<file path="src/rtl/sdclk_pkg.sv">
package sdclk_pkg;
    localparam int REG_W   = 16;
    localparam int ADDR_W  = 2;
    localparam int ENA_BIT = 8;
    localparam int TOP_BIT = 15;

    typedef enum logic [ADDR_W-1:0] {
        SEL_RATE = 2'd0,
        SEL_GATE = 2'd1,
        SEL_MODE = 2'd2,
        SEL_NONE = 2'd3
    } reg_sel_e;
endpackage

</file>
<file path="src/rtl/sdclk_regs.sv">
module sdclk_regs
    import sdclk_pkg::*;
(
    input  logic              clk,
    input  logic              rst_n,
    input  logic              wr_en,
    input  logic [ADDR_W-1:0] addr,
    input  logic [REG_W-1:0]  wdata,
    input  logic              rd_en,
    output logic [REG_W-1:0]  rdata,
    output logic [REG_W-1:0]  rate_q,
    output logic [REG_W-1:0]  gate_q
);
    typedef struct packed {
        logic [REG_W-1:0] rate;
        logic [REG_W-1:0] gate;
        logic             mode;
        logic [REG_W-1:0] rdata;
    } regs_t;

    regs_t s_d, s_q;
    logic [REG_W-1:0] sel_val;

    always_comb begin
        case (reg_sel_e'(addr))
            SEL_RATE: sel_val = s_q.rate;
            SEL_GATE: sel_val = s_q.gate;
            SEL_MODE: sel_val = {{(REG_W-1){1'b0}}, s_q.mode};
            default:  sel_val = '0;
        endcase

        s_d = s_q;
        if (rd_en) s_d.rdata = sel_val;
        if (wr_en) begin
            case (reg_sel_e'(addr))
                SEL_RATE: s_d.rate = wdata;
                SEL_GATE: s_d.gate = wdata;
                SEL_MODE: s_d.mode = wdata[0];
                default:  ;
            endcase
        end
    end

    always_ff @(posedge clk or negedge rst_n) begin
        if (!rst_n) begin
            s_q.rate  <= '0;
            s_q.gate  <= '0;
            s_q.mode  <= 1'b1;
            s_q.rdata <= '0;
        end else begin
            s_q <= s_d;
        end
    end

    assign rdata  = s_q.rdata;
    assign rate_q = s_q.rate;
    assign gate_q = s_q.gate;
endmodule

</file>
<file path="src/rtl/sdclk_rate_dec.sv">
module sdclk_rate_dec #(
    parameter int FIELD_W = 8,
    localparam int HEXP_W = $clog2(FIELD_W + 2)
) (
    input  logic [FIELD_W-1:0] field,
    input  logic               top_rate,
    output logic [HEXP_W-1:0]  hexp
);
    // hexp is log2 of the half period in block clock cycles
    always_comb begin
        hexp = HEXP_W'(1);
        for (int k = FIELD_W - 1; k >= 0; k--) begin
            if (field[k]) hexp = HEXP_W'(k + 2);
        end
        if (top_rate) hexp = '0;
    end
endmodule

</file>
<file path="src/rtl/sdclk_gen.sv">
module sdclk_gen #(
    parameter int FIELD_W = 8,
    localparam int HEXP_W = $clog2(FIELD_W + 2),
    localparam int CNT_W  = FIELD_W + 1
) (
    input  logic              clk,
    input  logic              rst_n,
    input  logic              run,
    input  logic [HEXP_W-1:0] hexp_req,
    output logic              card_clk,
    output logic [HEXP_W-1:0] hexp_act
);
    typedef struct packed {
        logic              ck;
        logic [CNT_W-1:0]  cnt;
        logic [HEXP_W-1:0] hexp;
    } gen_t;

    gen_t s_d, s_q;
    logic [CNT_W-1:0] lim;
    logic             half_end;

    always_comb begin
        for (int i = 0; i < CNT_W; i++) lim[i] = (i < int'(s_q.hexp));
        half_end = (s_q.cnt == lim);

        s_d = s_q;
        if (s_q.ck) begin
            if (half_end) begin
                s_d.ck   = 1'b0;
                s_d.cnt  = '0;
                s_d.hexp = hexp_req;
            end else begin
                s_d.cnt = s_q.cnt + 1'b1;
            end
        end else if (run) begin
            if (half_end) begin
                s_d.ck  = 1'b1;
                s_d.cnt = '0;
            end else begin
                s_d.cnt = s_q.cnt + 1'b1;
            end
        end else begin
            s_d.cnt  = '0;
            s_d.hexp = hexp_req;
        end
    end

    always_ff @(posedge clk or negedge rst_n) begin
        if (!rst_n) begin
            s_q.ck   <= 1'b0;
            s_q.cnt  <= '0;
            s_q.hexp <= HEXP_W'(1);
        end else begin
            s_q <= s_d;
        end
    end

    assign card_clk = s_q.ck;
    assign hexp_act = s_q.hexp;
endmodule

</file>
<file path="src/rtl/sdclk_div_top.sv">
module sdclk_div_top
    import sdclk_pkg::*;
#(
    parameter int FIELD_W = 8
) (
    input  logic              clk,
    input  logic              rst_n,
    input  logic              wr_en,
    input  logic [1:0]        addr,
    input  logic [15:0]       wdata,
    input  logic              rd_en,
    output logic [15:0]       rdata,
    output logic              card_clk,
    output logic              clk_running
);
    localparam int HEXP_W = $clog2(FIELD_W + 2);

    logic [REG_W-1:0]  rate_q;
    logic [REG_W-1:0]  gate_q;
    logic [HEXP_W-1:0] hexp_req;
    logic [HEXP_W-1:0] hexp_w;
    logic              run_w;
    logic              regs_unused;

    sdclk_regs u_regs (
        .clk    (clk),
        .rst_n  (rst_n),
        .wr_en  (wr_en),
        .addr   (addr),
        .wdata  (wdata),
        .rd_en  (rd_en),
        .rdata  (rdata),
        .rate_q (rate_q),
        .gate_q (gate_q)
    );

    sdclk_rate_dec #(.FIELD_W(FIELD_W)) u_dec (
        .field    (rate_q[FIELD_W-1:0]),
        .top_rate (rate_q[TOP_BIT]),
        .hexp     (hexp_req)
    );

    assign run_w = rate_q[ENA_BIT] & gate_q[ENA_BIT];

    sdclk_gen #(.FIELD_W(FIELD_W)) u_gen (
        .clk      (clk),
        .rst_n    (rst_n),
        .run      (run_w),
        .hexp_req (hexp_req),
        .card_clk (card_clk),
        .hexp_act (hexp_w)
    );

    assign clk_running = card_clk | run_w;
    assign regs_unused = ^{rate_q, gate_q};
endmodule

</file>
<file path="config.mk">
export PLATFORM = sky130hd
export DESIGN_NAME = sdclk_div_top
export DESIGN_NICKNAME = d
export VERILOG_FILES = /design/src/rtl/sdclk_pkg.sv /design/src/rtl/sdclk_regs.sv /design/src/rtl/sdclk_rate_dec.sv /design/src/rtl/sdclk_gen.sv /design/src/rtl/sdclk_div_top.sv
export SDC_FILE = /design/constraint.sdc
export NUM_CORES = 1
export LEC_CHECK = 0
export BUFFER_PORTS_ARGS = -buffer_cell sky130_fd_sc_hd__buf_4
export CAP_MARGIN = 0
export CORE_MARGIN = 4
export CORE_UTILIZATION = 57
export CTS_CLUSTER_SIZE = 28
export DETAILED_ROUTE_END_ITERATION = 10
export PLACE_DENSITY = 0.79
export SYNTH_ARGS = -nofsm -noshare
export SYNTH_HDL_FRONTEND = slang
export SYNTH_SLANG_ARGS = --single-unit
</file>
<file path="constraint.sdc">
create_clock -name clk -period 2.5 [get_ports clk]
set_input_delay 0.25 -clock clk [delete_from_list [all_inputs] [get_ports clk]]
set_output_delay 0.25 -clock clk [all_outputs]
set_load 0.005 [all_outputs]
</file>
Word-level counts from Yosys, hierarchy flattened
Cells that the tools add are included.

$add $sub $neg: 1. $lt $le $gt $ge: 9. Eq/ne operators: 5. Multiplexer cells: 18. Bitwise logic cells: 2. Reductions and logical operators: 5.

Operator list (number): one-hot mux 16 bit (3 select lines) (1); 2-to-1 mux 4 bit (11); 2-to-1 mux 9 bit (2); less-than comparator 3 x 4 -> 1 bit, first input constant (4); 2-to-1 mux 14 bit (1); adder 9 x 1 -> 9 bit, second input constant (1); == test 9 bit (1); less-than comparator 1 x 4 -> 1 bit, first input constant (2); less-than comparator 2 x 4 -> 1 bit, first input constant (2); AND reduction 2 bit (4); less-than comparator 4 bit, first input constant (1); 2-to-1 mux 1 bit (3); == test 2 x 1 -> 1 bit, second input constant (1); == test 2 bit, second input constant (1); zero test 2 bit (1); != test 2 x 1 -> 1 bit, second input constant (1); != test 2 bit, second input constant (1); AND 1 bit (1); bitwise OR 1 bit (1).

Register bits after elaboration: 63. Input port bits: 22. Output and inout bits: 18.

Longest topological paths before layout
Gate-level depths: netlist of the first run.

Word-level depth: 11. Gate-level depth with buffers: 7.

Cells and area by module
Synthesis of the first run repeated with hierarchy kept, for this count alone.

Cells, all modules: 300. Area, all modules: 3455.8 sq um.

By module, submodules not included: sdclk_regs (times used 1, cells an instance 191, area an instance 2441.1 sq um, sequential area each 1227.4 sq um); sdclk_gen (times used 1, cells an instance 94, area an instance 919.6 sq um, sequential area each 351.6 sq um); sdclk_rate_dec (times used 1, cells an instance 13, area an instance 81.3 sq um, sequential area each 0.0 sq um); sdclk_div_top (times used 1, cells an instance 2, area an instance 13.8 sq um, sequential area each 0.0 sq um).

Worst setup path after synthesis of the first run
OpenSTA, ideal clock, no wires.

Path kind: register to register. Start: register u_gen.s_q (netlist bit u_gen.hexp_act[2]). End: register u_gen.s_q (netlist bit u_gen.hexp_act[1]). Library setup time: 125 ps. Arrival time: 1860 ps. Data required time: 2375 ps. Path slack: 515 ps. Cell stages (with the launch flop): 8. Buffers on the path: 1. Clock period less this slack: 1985 ps. Path through: dfrtp_1 -> buf_6 -> or3_4 -> a22oi_2 -> o21ai_2 -> and4b_4 -> a31oi_4 -> mux2_4.

Cells in the longest elaborated chain, start to end: 4.

RTL lines: start: declaration (line sdclk_gen.sv:19) `gen_t s_d, s_q;`; less-than comparator 1 x 4 -> 1 bit, or another cell as far along (line sdclk_gen.sv:24) `for (int i = 0; i < CNT_W; i++) lim[i] = (i < int'(s_q.hexp));`; == test 9 bit * (line sdclk_gen.sv:25) `half_end = (s_q.cnt == lim);`; != test 2 bit (no source line) *; AND reduction 2 bit (no source line) *.

Every way passes the cells marked *; elsewhere a longest branch is shown, timed or not. A chain may end at the register's enable or synchronous reset.

Worst setup path in the final report of the first run
Ends and elaborated chain as after synthesis.

==> key figures, run 1 <==
Min path
  • Hold/Removal Path Class: in -> async

Timing
  • Maximum clock frequency: 484 MHz
  • Final period utilization: 82.7%
  • Setup skew after layout: 10.9 ps
  • Number of hold-slack violations in the final timing report: 0
  • Setup ws final: 433 ps
  • Post-layout minimum cycle time: 2070 ps
  • Worst-case hold slack: 0.713 ps
  • Final sum of negative setup slack: 0 ps
  • Number of setup violations in the final report: 0
  • Tightest slew margin relative to the limit: 48.7%
  • Count of pins over their slew limit: 0
  • Transition time of the tightest slew-check pin: 769 ps
  • Setup repair after global routing missed its margin: no

Synth
  • Netlist Area Pre-Place: 3050 um2
  • Sequential cell area fraction in the yosys report: 51.8%
  • Warnings, synthesis: 0
  • Total nets after synthesis: 289
  • Number of standard cells after synthesis: 266
  • Distinct cells, synth: 43
  • Number of synthesized register bits: 63
  • Synth Area per Inst: 11.4 um2

Final layout
  • Number of diodes added for antenna fixing: 0
  • Area growth from synthesis to final layout: 13.5%
  • Number of nets in the finished design: 313
  • Share of cells above drive strength 1: 33.9%

Routing
  • Routed via count: 1938
  • First-pass DRT Iterations: 4
  • Iteration-0 DRC count of the detailed router: 108
  • Count of nets left with antenna violations after detail routing: 0
  • Routed length per placed instance: 14.9 um
  • DRC violation count after routing: 0
  • Total wire length after detailed routing: 5450 um
  • Detailed-route vias per instance: 5.31

Clocking
  • Buffers inserted by post-CTS timing repair: 0
  • Total of cells resized after clock tree synthesis: 0
  • TritonCTS Buffers: 9
  • CTS tree: yes
  • CTS root buf: sky130_fd_sc_hd__clkbuf_8
  • Max H-tree Level: 3
  • Reg clk slew, reported paths: 70 ps
  • Clock latency of the later-clocked register in the worst-skew pair: 330 ps
  • Number of clock sinks seen by CTS: 63
  • Count of hold buffers inserted by post-cts repair: 0
  • CTS max path bufs: 2

Worst setup path
  • Origin of the critical flop-to-flop path: u_gen.hexp_act[2]
  • Crit. End Element: flip-flop
  • Cell breakdown of the critical path: or3_4 -> a22oi_2 -> o21ai_2 -> and4b_4 -> a31oi_4 -> mux2_4
  • Data required time of the worst path: 2710 ps
  • Worst setup SP type: flip-flop
  • Depth of the most critical reg-to-reg path: 6
  • Max incr delay on CP: 480 ps
  • Worst R2R Setup Slack: 430 ps
  • Category of the most critical setup path: reg -> reg
  • Critical-path cell with the highest stage delay: sky130_fd_sc_hd__dfrtp_1
  • Capture instance of the worst register-to-register path: u_gen.hexp_act[1]
  • Biggest fanout along the worst timing path: 10
  • Worst endpoint data arrival time: 2280 ps

Floorplan
  • Die ar.: 6580 um2
  • Die Span Y: 81.1 um
  • Number of primary I/O pins: 40
  • Core region area: 5140 um2
  • Initial core utilization: 59.3%
  • Num rows: 26
  • Die Span X: 81.1 um

Global routing
  • Total GRT Usage: 19.2%
  • Largest net degree at the start of global routing: 64
  • Vias in the first global route: 1984
  • Number of antenna violations at the first check in global routing: 0
  • Global route total overflow: 0
  • First-pass GRT wire length: 9360 um

Placement
  • Number of input and output port buffers inserted: 39
  • Setup slack after placement: 452 ps
  • Estimated wirelength of the detail-placed design: 3680 um
  • Final weighted congestion in routability-driven placement: 0.826

Run
  • Reported max-cap violation count: 0

Power
  • Max IR drop VDD: 767 uV
  • Leak: 0.00157 uW
  • Power density relative to cell area: 872 nW/um2

Status
  • Status: finished clean
[cell usage after synthesis, drive strengths merged]
cell	number	area share, %
a2111oi	1	0.29
a21o	1	0.29
a21oi	10	1.8
a22oi	1	0.41
a31oi	1	0.70
a32oi	1	0.29
and3	1	0.25
and4b	1	0.45
buf	23	5.5
clkbuf	5	0.62
dfrtp	61	50
dfstp	2	1.7
ha	1	0.41
inv	22	2.7
mux2	33	12
mux2i	18	5.9
nand2	6	0.74
nand2b	2	0.41
nand3	9	1.5
nand3b	1	0.25
nand4b	1	0.29
nor2	16	2.0
nor2b	1	0.21
nor3	4	0.66
nor3b	1	0.25
nor4	2	0.41
nor4b	1	0.29
o211ai	2	0.49
o21ai	10	1.9
o21ba	1	0.33
o22ai	15	3.1
or2b	1	0.29
or3	3	0.78
xnor2	3	0.86
xor2	5	1.4
[area by class of cell]
type | instances | area, um2
Clock buffer | 15 | 166
Fill cell | 417 | 1680
Clock inverter | 1 | 30.0
Sequential cell | 63 | 1580
Tap cell | 70 | 87.6
Inverter | 22 | 82.6
Multi-Input combinational cell | 153 | 1200
Timing Repair Buffer | 41 | 308
[how the worst max path moves through the flow]
stage | cells past startpoint | from | end
global route | 6 | u_gen.hexp_act[2] | u_gen.hexp_act[1]
floorplan | 7 | u_gen.hexp_act[2] | u_gen.hexp_act[1]
global placement | 6 | u_gen.hexp_act[2] | u_gen.hexp_act[1]
CTS | 6 | u_gen.hexp_act[2] | u_gen.hexp_act[1]
detailed placement | 6 | u_gen.hexp_act[2] | u_gen.hexp_act[1]
finish | 6 | u_gen.hexp_act[2] | u_gen.hexp_act[1]
[critical path, delay by kind of cell (launching register included)]
kind | cells | cell delay (ps)
and+or+nand+nor | 2 | 640
DFF | 1 | 480
AOI/OAI and AO/OA | 3 | 510
muxes | 1 | 320
[power by group]
part	switching [uW]	total, uW	internal (uW)
Clock	364	881	517
Combinational	352	751	399
Sequential	175	1380	1210
[cells by family (layout without fill, tap and decap cells)]
| group | Yosys count | after routing | share of synthesized area (%) |
|---|---|---|---|
| DFF | 63 | 63 | 51.8 |
| muxes | 51 | 51 | 18.4 |
| and+or+nand+nor | 50 | 50 | 8.71 |
| buffers and inverters | 50 | 79 | 8.83 |
| AOI/OAI and AO/OA | 43 | 43 | 9.53 |
| xor gates and xnor gates | 8 | 8 | 2.30 |
| adders and majority gates | 1 | 1 | 0.411 |
[cells in the final DEF (no fill, tap or decap), types with 2 or more instances in the layout]
master and n:
sky130_fd_sc_hd__dfrtp_1 61, sky130_fd_sc_hd__buf_4 41, sky130_fd_sc_hd__mux2_2 31, sky130_fd_sc_hd__inv_1 22
sky130_fd_sc_hd__mux2i_1 18, sky130_fd_sc_hd__nor2_1 16, sky130_fd_sc_hd__o22ai_1 15, sky130_fd_sc_hd__clkbuf_8 11
sky130_fd_sc_hd__a21oi_1 9, sky130_fd_sc_hd__nand3_1 9, sky130_fd_sc_hd__o21ai_0 7, sky130_fd_sc_hd__nand2_1 6
sky130_fd_sc_hd__xor2_1 5, sky130_fd_sc_hd__nor3_1 4, sky130_fd_sc_hd__clkbuf_1 4, sky130_fd_sc_hd__xnor2_1 3
sky130_fd_sc_hd__or3_1 2, sky130_fd_sc_hd__nor4_1 2, sky130_fd_sc_hd__o211ai_1 2, sky130_fd_sc_hd__o21ai_2 2
sky130_fd_sc_hd__nand2b_1 2, sky130_fd_sc_hd__mux2_4 2, sky130_fd_sc_hd__dfstp_2 2
[sequential cells by signal, indices dropped and copies added, names as in the netlist]
name / flops
u_regs.gate_q: 16
u_regs.rate_q: 16
u_regs.rdata: 16
u_gen.s_q: 9
u_gen.hexp_act: 4
u_gen.card_clk: 1
u_regs.s_q: 1
[layer usage]
metal	track usage (%)	up-vias	routed length, um
met3	5.99	8	263
met2	30.2	38	2630
met5	0	-	0
met4	9.80	0	90
met1	23.7	929	2470
li1	-	963	-
[metrics by stage]
stage / total power [uW] / area (um2) / utilization [%] / instances
floorplan: 1990 / 3050 / - / 266
global placement: 2120 / 3260 / 63.4 / 349
detailed placement: 2150 / 3260 / 63.4 / 349
CTS: 3040 / 3460 / 67.2 / 365
global route: 3210 / 3460 / 67.2 / 365
finish: 3010 / 3460 / 67.2 / 365
Power figures use the tool's default switching activity.
==> run 2, diff against run 1 <==
--- a/config.mk
+++ b/config.mk
@@ -8,10 +8,10 @@
 export BUFFER_PORTS_ARGS = -buffer_cell sky130_fd_sc_hd__buf_4
 export CAP_MARGIN = 0
 export CORE_MARGIN = 4
-export CORE_UTILIZATION = 57
+export CORE_UTILIZATION = 52
 export CTS_CLUSTER_SIZE = 28
 export DETAILED_ROUTE_END_ITERATION = 10
-export PLACE_DENSITY = 0.79
+export PLACE_DENSITY = 0.76
 export SYNTH_ARGS = -nofsm -noshare
 export SYNTH_HDL_FRONTEND = slang
 export SYNTH_SLANG_ARGS = --single-unit
==> constraint.sdc (replaced) <==
create_clock -name clk -period 1.7 [get_ports clk]
set_input_delay 0.17 -clock clk [delete_from_list [all_inputs] [get_ports clk]]
set_output_delay 0.17 -clock clk [all_outputs]
set_load 0.005 [all_outputs]
==> key figures, run 2 (synthesis gave the netlist of run 1 again) <==
Worst setup path
  • Max incr delay on CP: 450 ps (was 480 ps)
  • Category of the most critical setup path: reg -> reg (unchanged)
  • Data required time of the worst path: 1920 ps (was 2710 ps)
  • Crit. End Element: flip-flop (unchanged)
  • Worst endpoint data arrival time: 2150 ps (was 2280 ps)
  • Worst setup SP type: flip-flop (unchanged)
  • Cell breakdown of the critical path: or3_4 -> a22oi_2 -> o21ai_2 -> and4b_4 -> a31oi_4 -> mux2_4 (unchanged)
  • Critical-path cell with the highest stage delay: sky130_fd_sc_hd__dfrtp_2 (was sky130_fd_sc_hd__dfrtp_1)
  • Biggest fanout along the worst timing path: 5 (was 10)

Floorplan
  • Initial core utilization: 54.3% (was 59.3%)
  • Num rows: 27 (was 26)
  • Number of primary I/O pins: 40 (unchanged)
  • Core region area: 5610 um2 (was 5140 um2)
  • Die ar.: 7150 um2 (was 6580 um2)
  • Die Span X: 84.5 um (was 81.1 um)
  • Die Span Y: 84.5 um (was 81.1 um)

Global routing
  • Vias in the first global route: 2162 (was 1984)
  • Total GRT Usage: 17.6% (was 19.2%)
  • Number of antenna violations at the first check in global routing: 0 (unchanged)
  • First-pass GRT wire length: 9980 um (was 9360 um)
  • Global route total overflow: 0 (unchanged)
  • Largest net degree at the start of global routing: 33 (was 64)

Routing
  • Iteration-0 DRC count of the detailed router: 157 (was 108)
  • Routed via count: 2075 (was 1938)
  • First-pass DRT Iterations: 4 (unchanged)
  • Detailed-route vias per instance: 5.33 (was 5.31)
  • Total wire length after detailed routing: 5860 um (was 5450 um)
  • Routed length per placed instance: 15.1 um (was 14.9 um)
  • Count of nets left with antenna violations after detail routing: 0 (unchanged)
  • DRC violation count after routing: 0 (unchanged)

Timing
  • Number of hold-slack violations in the final timing report: 0 (unchanged)
  • Number of setup violations in the final report: 14 (was 0)
  • Setup skew after layout: 7.64 ps (was 10.9 ps)
  • Tightest slew margin relative to the limit: 72.5% (was 48.7%)
  • Transition time of the tightest slew-check pin: 412 ps (was 769 ps)
  • Maximum clock frequency: 516 MHz (was 484 MHz)
  • Worst-case hold slack: 43.8 ps (was 0.713 ps)
  • Setup repair after global routing missed its margin: yes (was no)
  • Setup ws final: -237 ps (was 433 ps)
  • Post-layout minimum cycle time: 1940 ps (was 2070 ps)
  • Final period utilization: 114% (was 82.7%)
  • Count of pins over their slew limit: 0 (unchanged)

Placement
  • Number of placed instances with taps included: 370 (was 349)
  • Estimated wirelength of the detail-placed design: 4080 um (was 3680 um)
  • Setup slack after placement: -229 ps (was 452 ps)
  • Post-detailed-placement cell area: 3440 um2 (was 3260 um2)
  • Number of input and output port buffers inserted: 39 (unchanged)
  • Final weighted congestion in routability-driven placement: 0.798 (was 0.826)

Clocking
  • CTS tree: yes (unchanged)
  • Number of clock sinks seen by CTS: 63 (unchanged)
  • Reg clk slew, reported paths: 70 ps (about the same)
  • Clock latency of the later-clocked register in the worst-skew pair: 330 ps (about the same)
  • CTS root buf: sky130_fd_sc_hd__clkbuf_8 (unchanged)
  • TritonCTS Buffers: 9 (unchanged)
  • Max H-tree Level: 3 (unchanged)
  • CTS max path bufs: 2 (unchanged)

Final layout
  • Number of nets in the finished design: 335 (was 313)
  • Register area: 1580 um2 (about the same)
  • Non-filler instance count after layout: 389 (was 365)
  • Most frequent cells in the layout: sky130_fd_sc_hd__dfrtp_1 (59), sky130_fd_sc_hd__buf_4 (55), sky130_fd_sc_hd__mux2_2 (31), sky130_fd_sc_hd__inv_1 (22), sky130_fd_sc_hd__mux2i_1 (18) (was sky130_fd_sc_hd__dfrtp_1 (61), sky130_fd_sc_hd__buf_4 (41), sky130_fd_sc_hd__mux2_2 (31), sky130_fd_sc_hd__inv_1 (22), sky130_fd_sc_hd__mux2i_1 (18))
  • Area growth from synthesis to final layout: 23.0% (was 13.5%)
  • Commonest non-fill, non-tap cell in the layout: sky130_fd_sc_hd__dfrtp_1 (unchanged)
  • Fillcell total: 451 (was 417)
  • Number of diodes added for antenna fixing: 0 (unchanged)
  • Share of cells above drive strength 1: 42.0% (was 33.9%)
  • Post-route design area: 3740 um2 (was 3460 um2)
  • Multi-input gate area: 1240 um2 (was 1200 um2)

Min path
  • Hold/Removal Path Class: in -> reg (was in -> async)

Power
  • Leak: 0.00172 uW (was 0.00157 uW)
  • Max IR drop VDD: 835 uV (was 767 uV)
  • Power density relative to cell area: 1310 nW/um2 (was 872 nW/um2)
  • Overall power: 4900 uW (was 3010 uW)

Status
  • Violated checks: negative setup slack
  • Status: finished with violations (was finished clean)

Run
  • Reported max-cap violation count: 0 (unchanged)
## run 2: through the flow
| stage | TNS [ps] | util [%] |
|---|---|---|
| 2_1_floorplan | -685 | - |
| 3_3_place_gp | -1230 | 61.4 |
| 3_5_place_dp | -1530 | 61.4 |
| 4_1_cts | -1040 | 65.7 |
| 5_1_grt | -1880 | 66.8 |
| 6_report | -1120 | 66.8 |
## run 2: worst paths after layout
kind / from / to / slack (ps) / depth (start not counted)
worst min register to register: u_regs.gate_q[0] / u_regs.gate_q[0] / 510 / 1
worst max-delay path: u_gen.hexp_act[2] / u_gen.hexp_act[1] / -240 / 6
worst min-delay path: wdata[5] / u_regs.rate_q[5] / 40 / 3
min in group asynchronous: rst_n / u_regs.rdata[12] / 310 / 2
max in group asynchronous: rst_n / u_gen.s_q[7] / 880 / 3
worst max register to register: u_gen.hexp_act[2] / u_gen.hexp_act[1] / -240 / 6
## run 2: cell type report
cell class,count,share of cell area (%)
clock buffer,10,3.68
clock inverter,6,2.24
inverter,22,2.21
multi-input combinational,153,33.1
sequential,63,42.2
tap,72,2.41
timing repair buffer,63,14.1
## run 2: layer usage
metal  vias to the layer above  GRT usage, %  share of wire, %
li1                       1003             -                 -
met1                      1018          22.3                45
met2                        47          28.5                49
met3                         7          5.59               5.1
met4                         0          6.04              0.99
met5                         -             0                 0
## run 2: critical path, delay by kind of cell (launching register included)
kind             cells  cell delay (ps)
multiplexers         1              320
AND/OR/NAND/NOR      2              590
AO/OA/AOI/OAI        3              470
flip-flops           1              450
## run 2: timing repair
| item | 4_1_cts | 5_1_grt |
|---|---|---|
| hold endpoints to repair | 29 | 0 |
| hold buffers | 1 | 0 |
| buffers inserted | 0 | 2 |
| gates resized for setup | 2 | 13 |
| setup endpoints to repair | 14 | 14 |
| pin swaps | 3 | 3 |
## run 2: power breakdown
group          internal (uW)  switching, uW
logic                    795            643
registers               1780            248
clock network            860            573
total                   3430           1460
==> run 3, diff against run 2 <==
--- a/config.mk
+++ b/config.mk
@@ -7,11 +7,13 @@
 export LEC_CHECK = 0
 export BUFFER_PORTS_ARGS = -buffer_cell sky130_fd_sc_hd__buf_4
 export CAP_MARGIN = 0
+export CELL_PAD_IN_SITES_DETAIL_PLACEMENT = 1
+export CELL_PAD_IN_SITES_GLOBAL_PLACEMENT = 2
 export CORE_MARGIN = 4
-export CORE_UTILIZATION = 52
+export CORE_UTILIZATION = 34
 export CTS_CLUSTER_SIZE = 28
 export DETAILED_ROUTE_END_ITERATION = 10
-export PLACE_DENSITY = 0.76
+export PLACE_DENSITY_LB_ADDON = 0.1
 export SYNTH_ARGS = -nofsm -noshare
 export SYNTH_HDL_FRONTEND = slang
 export SYNTH_SLANG_ARGS = --single-unit
==> key figures, run 3 (synthesis gave the netlist of run 1 again) <==
Floorplan
  • Die Span X: 103 um (was 84.5 um)
  • Die ar.: 10500 um2 (was 7150 um2)
  • Die Span Y: 103 um (was 84.5 um)
  • Initial core utilization: 34.9% (was 54.3%)
  • Num rows: 34 (was 27)
  • Number of primary I/O pins: 40 (unchanged)
  • Core region area: 8720 um2 (was 5610 um2)

Routing
  • Count of nets left with antenna violations after detail routing: 0 (unchanged)
  • Routed length on met3: 252 um (was 296 um)
  • First-pass DRT Iterations: 3 (was 4)
  • Routed via count: 2070 (was 2075)
  • Total wire length after detailed routing: 6860 um (was 5860 um)
  • Iteration-0 DRC count of the detailed router: 24 (was 157)
  • Top layer used by detailed routing: met4 (unchanged)
  • Detailed-route vias per instance: 4.86 (was 5.33)
  • Routed wire length on met2: 3100 um (was 2880 um)
  • Routed length per placed instance: 16.1 um (was 15.1 um)
  • DRC violation count after routing: 0 (unchanged)
  • M1 wire length: 3380 um (was 2620 um)

Final layout
  • Number of nets in the finished design: 337 (was 335)
  • Number of diodes added for antenna fixing: 0 (unchanged)
  • Register area: 1580 um2 (unchanged)
  • Multi-input gate area: 1240 um2 (unchanged)
  • Final core occ: 42.9% (was 66.8%)
  • Fillcell total: 938 (was 451)
  • Commonest non-fill, non-tap cell in the layout: sky130_fd_sc_hd__buf_4 (was sky130_fd_sc_hd__dfrtp_1)
  • Most frequent cells in the layout: sky130_fd_sc_hd__buf_4 (61), sky130_fd_sc_hd__dfrtp_1 (59), sky130_fd_sc_hd__mux2_2 (31), sky130_fd_sc_hd__inv_1 (22), sky130_fd_sc_hd__mux2i_1 (18) (was sky130_fd_sc_hd__dfrtp_1 (59), sky130_fd_sc_hd__buf_4 (55), sky130_fd_sc_hd__mux2_2 (31), sky130_fd_sc_hd__inv_1 (22), sky130_fd_sc_hd__mux2i_1 (18))
  • Post-route design area: 3740 um2 (about the same)
  • Area growth from synthesis to final layout: 22.7% (was 23.0%)
  • Share of cells above drive strength 1: 41.2% (was 42.0%)

Worst setup path
  • Worst endpoint data arrival time: 2120 ps (was 2150 ps)
  • Category of the most critical setup path: reg -> reg (unchanged)
  • Critical-path cell with the highest stage delay: sky130_fd_sc_hd__dfrtp_2 (unchanged)
  • Biggest fanout along the worst timing path: 6 (was 5)
  • Origin of the critical flop-to-flop path: u_gen.hexp_act[2] (unchanged)
  • Cell breakdown of the critical path: buf_4 -> nor4b_4 -> a21oi_1 -> o21ai_2 -> nand4b_1 -> o21ai_4 -> clkbuf_16 -> nor2_1 (was or3_4 -> a22oi_2 -> o21ai_2 -> and4b_4 -> a31oi_4 -> mux2_4)
  • Worst R2R Setup Slack: -200 ps (was -240 ps)
  • Depth of the most critical reg-to-reg path: 8 (was 6)
  • Data required time of the worst path: 1920 ps (about the same)
  • Crit. End Element: flip-flop (unchanged)
  • Worst setup SP type: flip-flop (unchanged)
  • Capture instance of the worst register-to-register path: u_gen.s_q[11] (was u_gen.hexp_act[1])
  • Max incr delay on CP: 450 ps (about the same)

Power
  • Power density relative to cell area: 1240 nW/um2 (was 1310 nW/um2)
  • Max IR drop VDD: 453 uV (was 835 uV)
  • Leak: 0.00170 uW (was 0.00172 uW)

Clocking
  • Number of clock sinks seen by CTS: 63 (unchanged)
  • TritonCTS Buffers: 9 (unchanged)
  • CTS tree: yes (unchanged)
  • CTS max path bufs: 2 (unchanged)
  • CTS root buf: sky130_fd_sc_hd__clkbuf_8 (unchanged)
  • Clock latency of the later-clocked register in the worst-skew pair: 330 ps (about the same)
  • Reg clk slew, reported paths: 70 ps (about the same)
  • Max H-tree Level: 3 (unchanged)

Timing
  • Final sum of negative setup slack: -2320 ps (was -1120 ps)
  • Count of pins over their slew limit: 0 (unchanged)
  • Post-layout minimum cycle time: 1900 ps (was 1940 ps)
  • Final period utilization: 112% (was 114%)
  • Tightest slew margin relative to the limit: 69.8% (was 72.5%)
  • Transition time of the tightest slew-check pin: 442 ps (was 412 ps)
  • Worst-case hold slack: 55.1 ps (was 43.8 ps)
  • Setup ws final: -202 ps (was -237 ps)
  • Number of hold-slack violations in the final timing report: 0 (unchanged)
  • Setup repair after global routing missed its margin: yes (unchanged)
  • Maximum clock frequency: 526 MHz (was 516 MHz)
  • Number of setup violations in the final report: 14 (unchanged)
  • Setup skew after layout: 6.18 ps (was 7.64 ps)

Placement
  • Estimated wirelength of the detail-placed design: 4800 um (was 4080 um)
  • Final weighted congestion in routability-driven placement: 0.763 (was 0.798)
  • Setup slack after placement: -263 ps (was -229 ps)
  • Post-detailed-placement cell area: 3480 um2 (was 3440 um2)
  • Number of input and output port buffers inserted: 39 (unchanged)

Min path
  • Worst min-delay path startpoint: wdata[1] (was wdata[5])
  • Number of cells traversed by the worst hold path: 3 (unchanged)
  • Worst hold path endpoint: u_regs.rate_q[1] (was u_regs.rate_q[5])
  • Hold/Removal Path Class: in -> reg (unchanged)

Status
  • Violated checks: negative setup slack (unchanged)
  • Status: finished with violations (unchanged)

Global routing
  • Vias in the first global route: 2287 (was 2162)
  • Number of antenna violations at the first check in global routing: 0 (unchanged)
  • Largest net degree at the start of global routing: 52 (was 33)
  • Global route total overflow: 0 (unchanged)
  • Total GRT Usage: 14.3% (was 17.6%)
  • First-pass GRT wire length: 11500 um (was 9980 um)

Run
  • Reported max-cap violation count: 0 (unchanged)
-- run 3: area by class of cell --
type / count / area share (%)
timing repair buffer: 65 / 14.3
clock buffer: 11 / 3.78
clock inverter: 4 / 0.603
tap: 108 / 3.62
multi-input combinational: 153 / 33.2
inverter: 22 / 2.21
sequential: 63 / 42.3
-- run 3: worst max path at each step --
stage	slack, ps	cells past startpoint	startpoint	end
global route	-290	7	u_gen.hexp_act[2]	u_gen.hexp_act[2]
detailed placement	-260	6	u_gen.hexp_act[2]	u_gen.hexp_act[1]
finish	-200	8	u_gen.hexp_act[2]	u_gen.s_q[11]
CTS	-220	6	u_gen.hexp_act[2]	u_gen.hexp_act[1]
floorplan	-260	7	u_gen.hexp_act[2]	u_gen.hexp_act[1]
global placement	-260	6	u_gen.hexp_act[2]	u_gen.hexp_act[1]
-- run 3: routing by layer --
metal | up-vias | GRT usage, %
met3 | 12 | 3.72
li1 | 1008 | -
met4 | 0 | 5.75
met5 | - | 0
met1 | 1021 | 19.3
met2 | 29 | 21.8
-- run 3: critical path: cells and delay by family (launching register included) --
kind / cells / cell delay [ps]
buffers and inverters: 2 / 350
AO/OA/AOI/OAI: 3 / 500
flip-flops: 1 / 450
AND/OR/NAND/NOR: 3 / 500
-- run 3: what timing repair did --
| item | CTS | global route |
|---|---|---|
| setup buffers | 0 | 2 |
| resized for setup | 5 | 4 |
| pin swaps | 3 | 3 |
| setup endpoints to repair | 14 | 14 |
| hold buffers | 1 | 0 |
| hold endpoints to repair | 61 | 0 |
| cloned | 0 | 1 |
-- run 3: per-stage QoR --
stage	cells	total power, uW
final	426	4640
after global routing	426	4970
after CTS	423	4600
after detailed placement	407	3400
after global placement	407	3370
after floorplan	266	2920
-- run 3: report_power, final --
part           internal, uW  switching [uW]
Combinational           839             658
Clock                   553             567
Sequential             1780             250
Total                  3170            1470
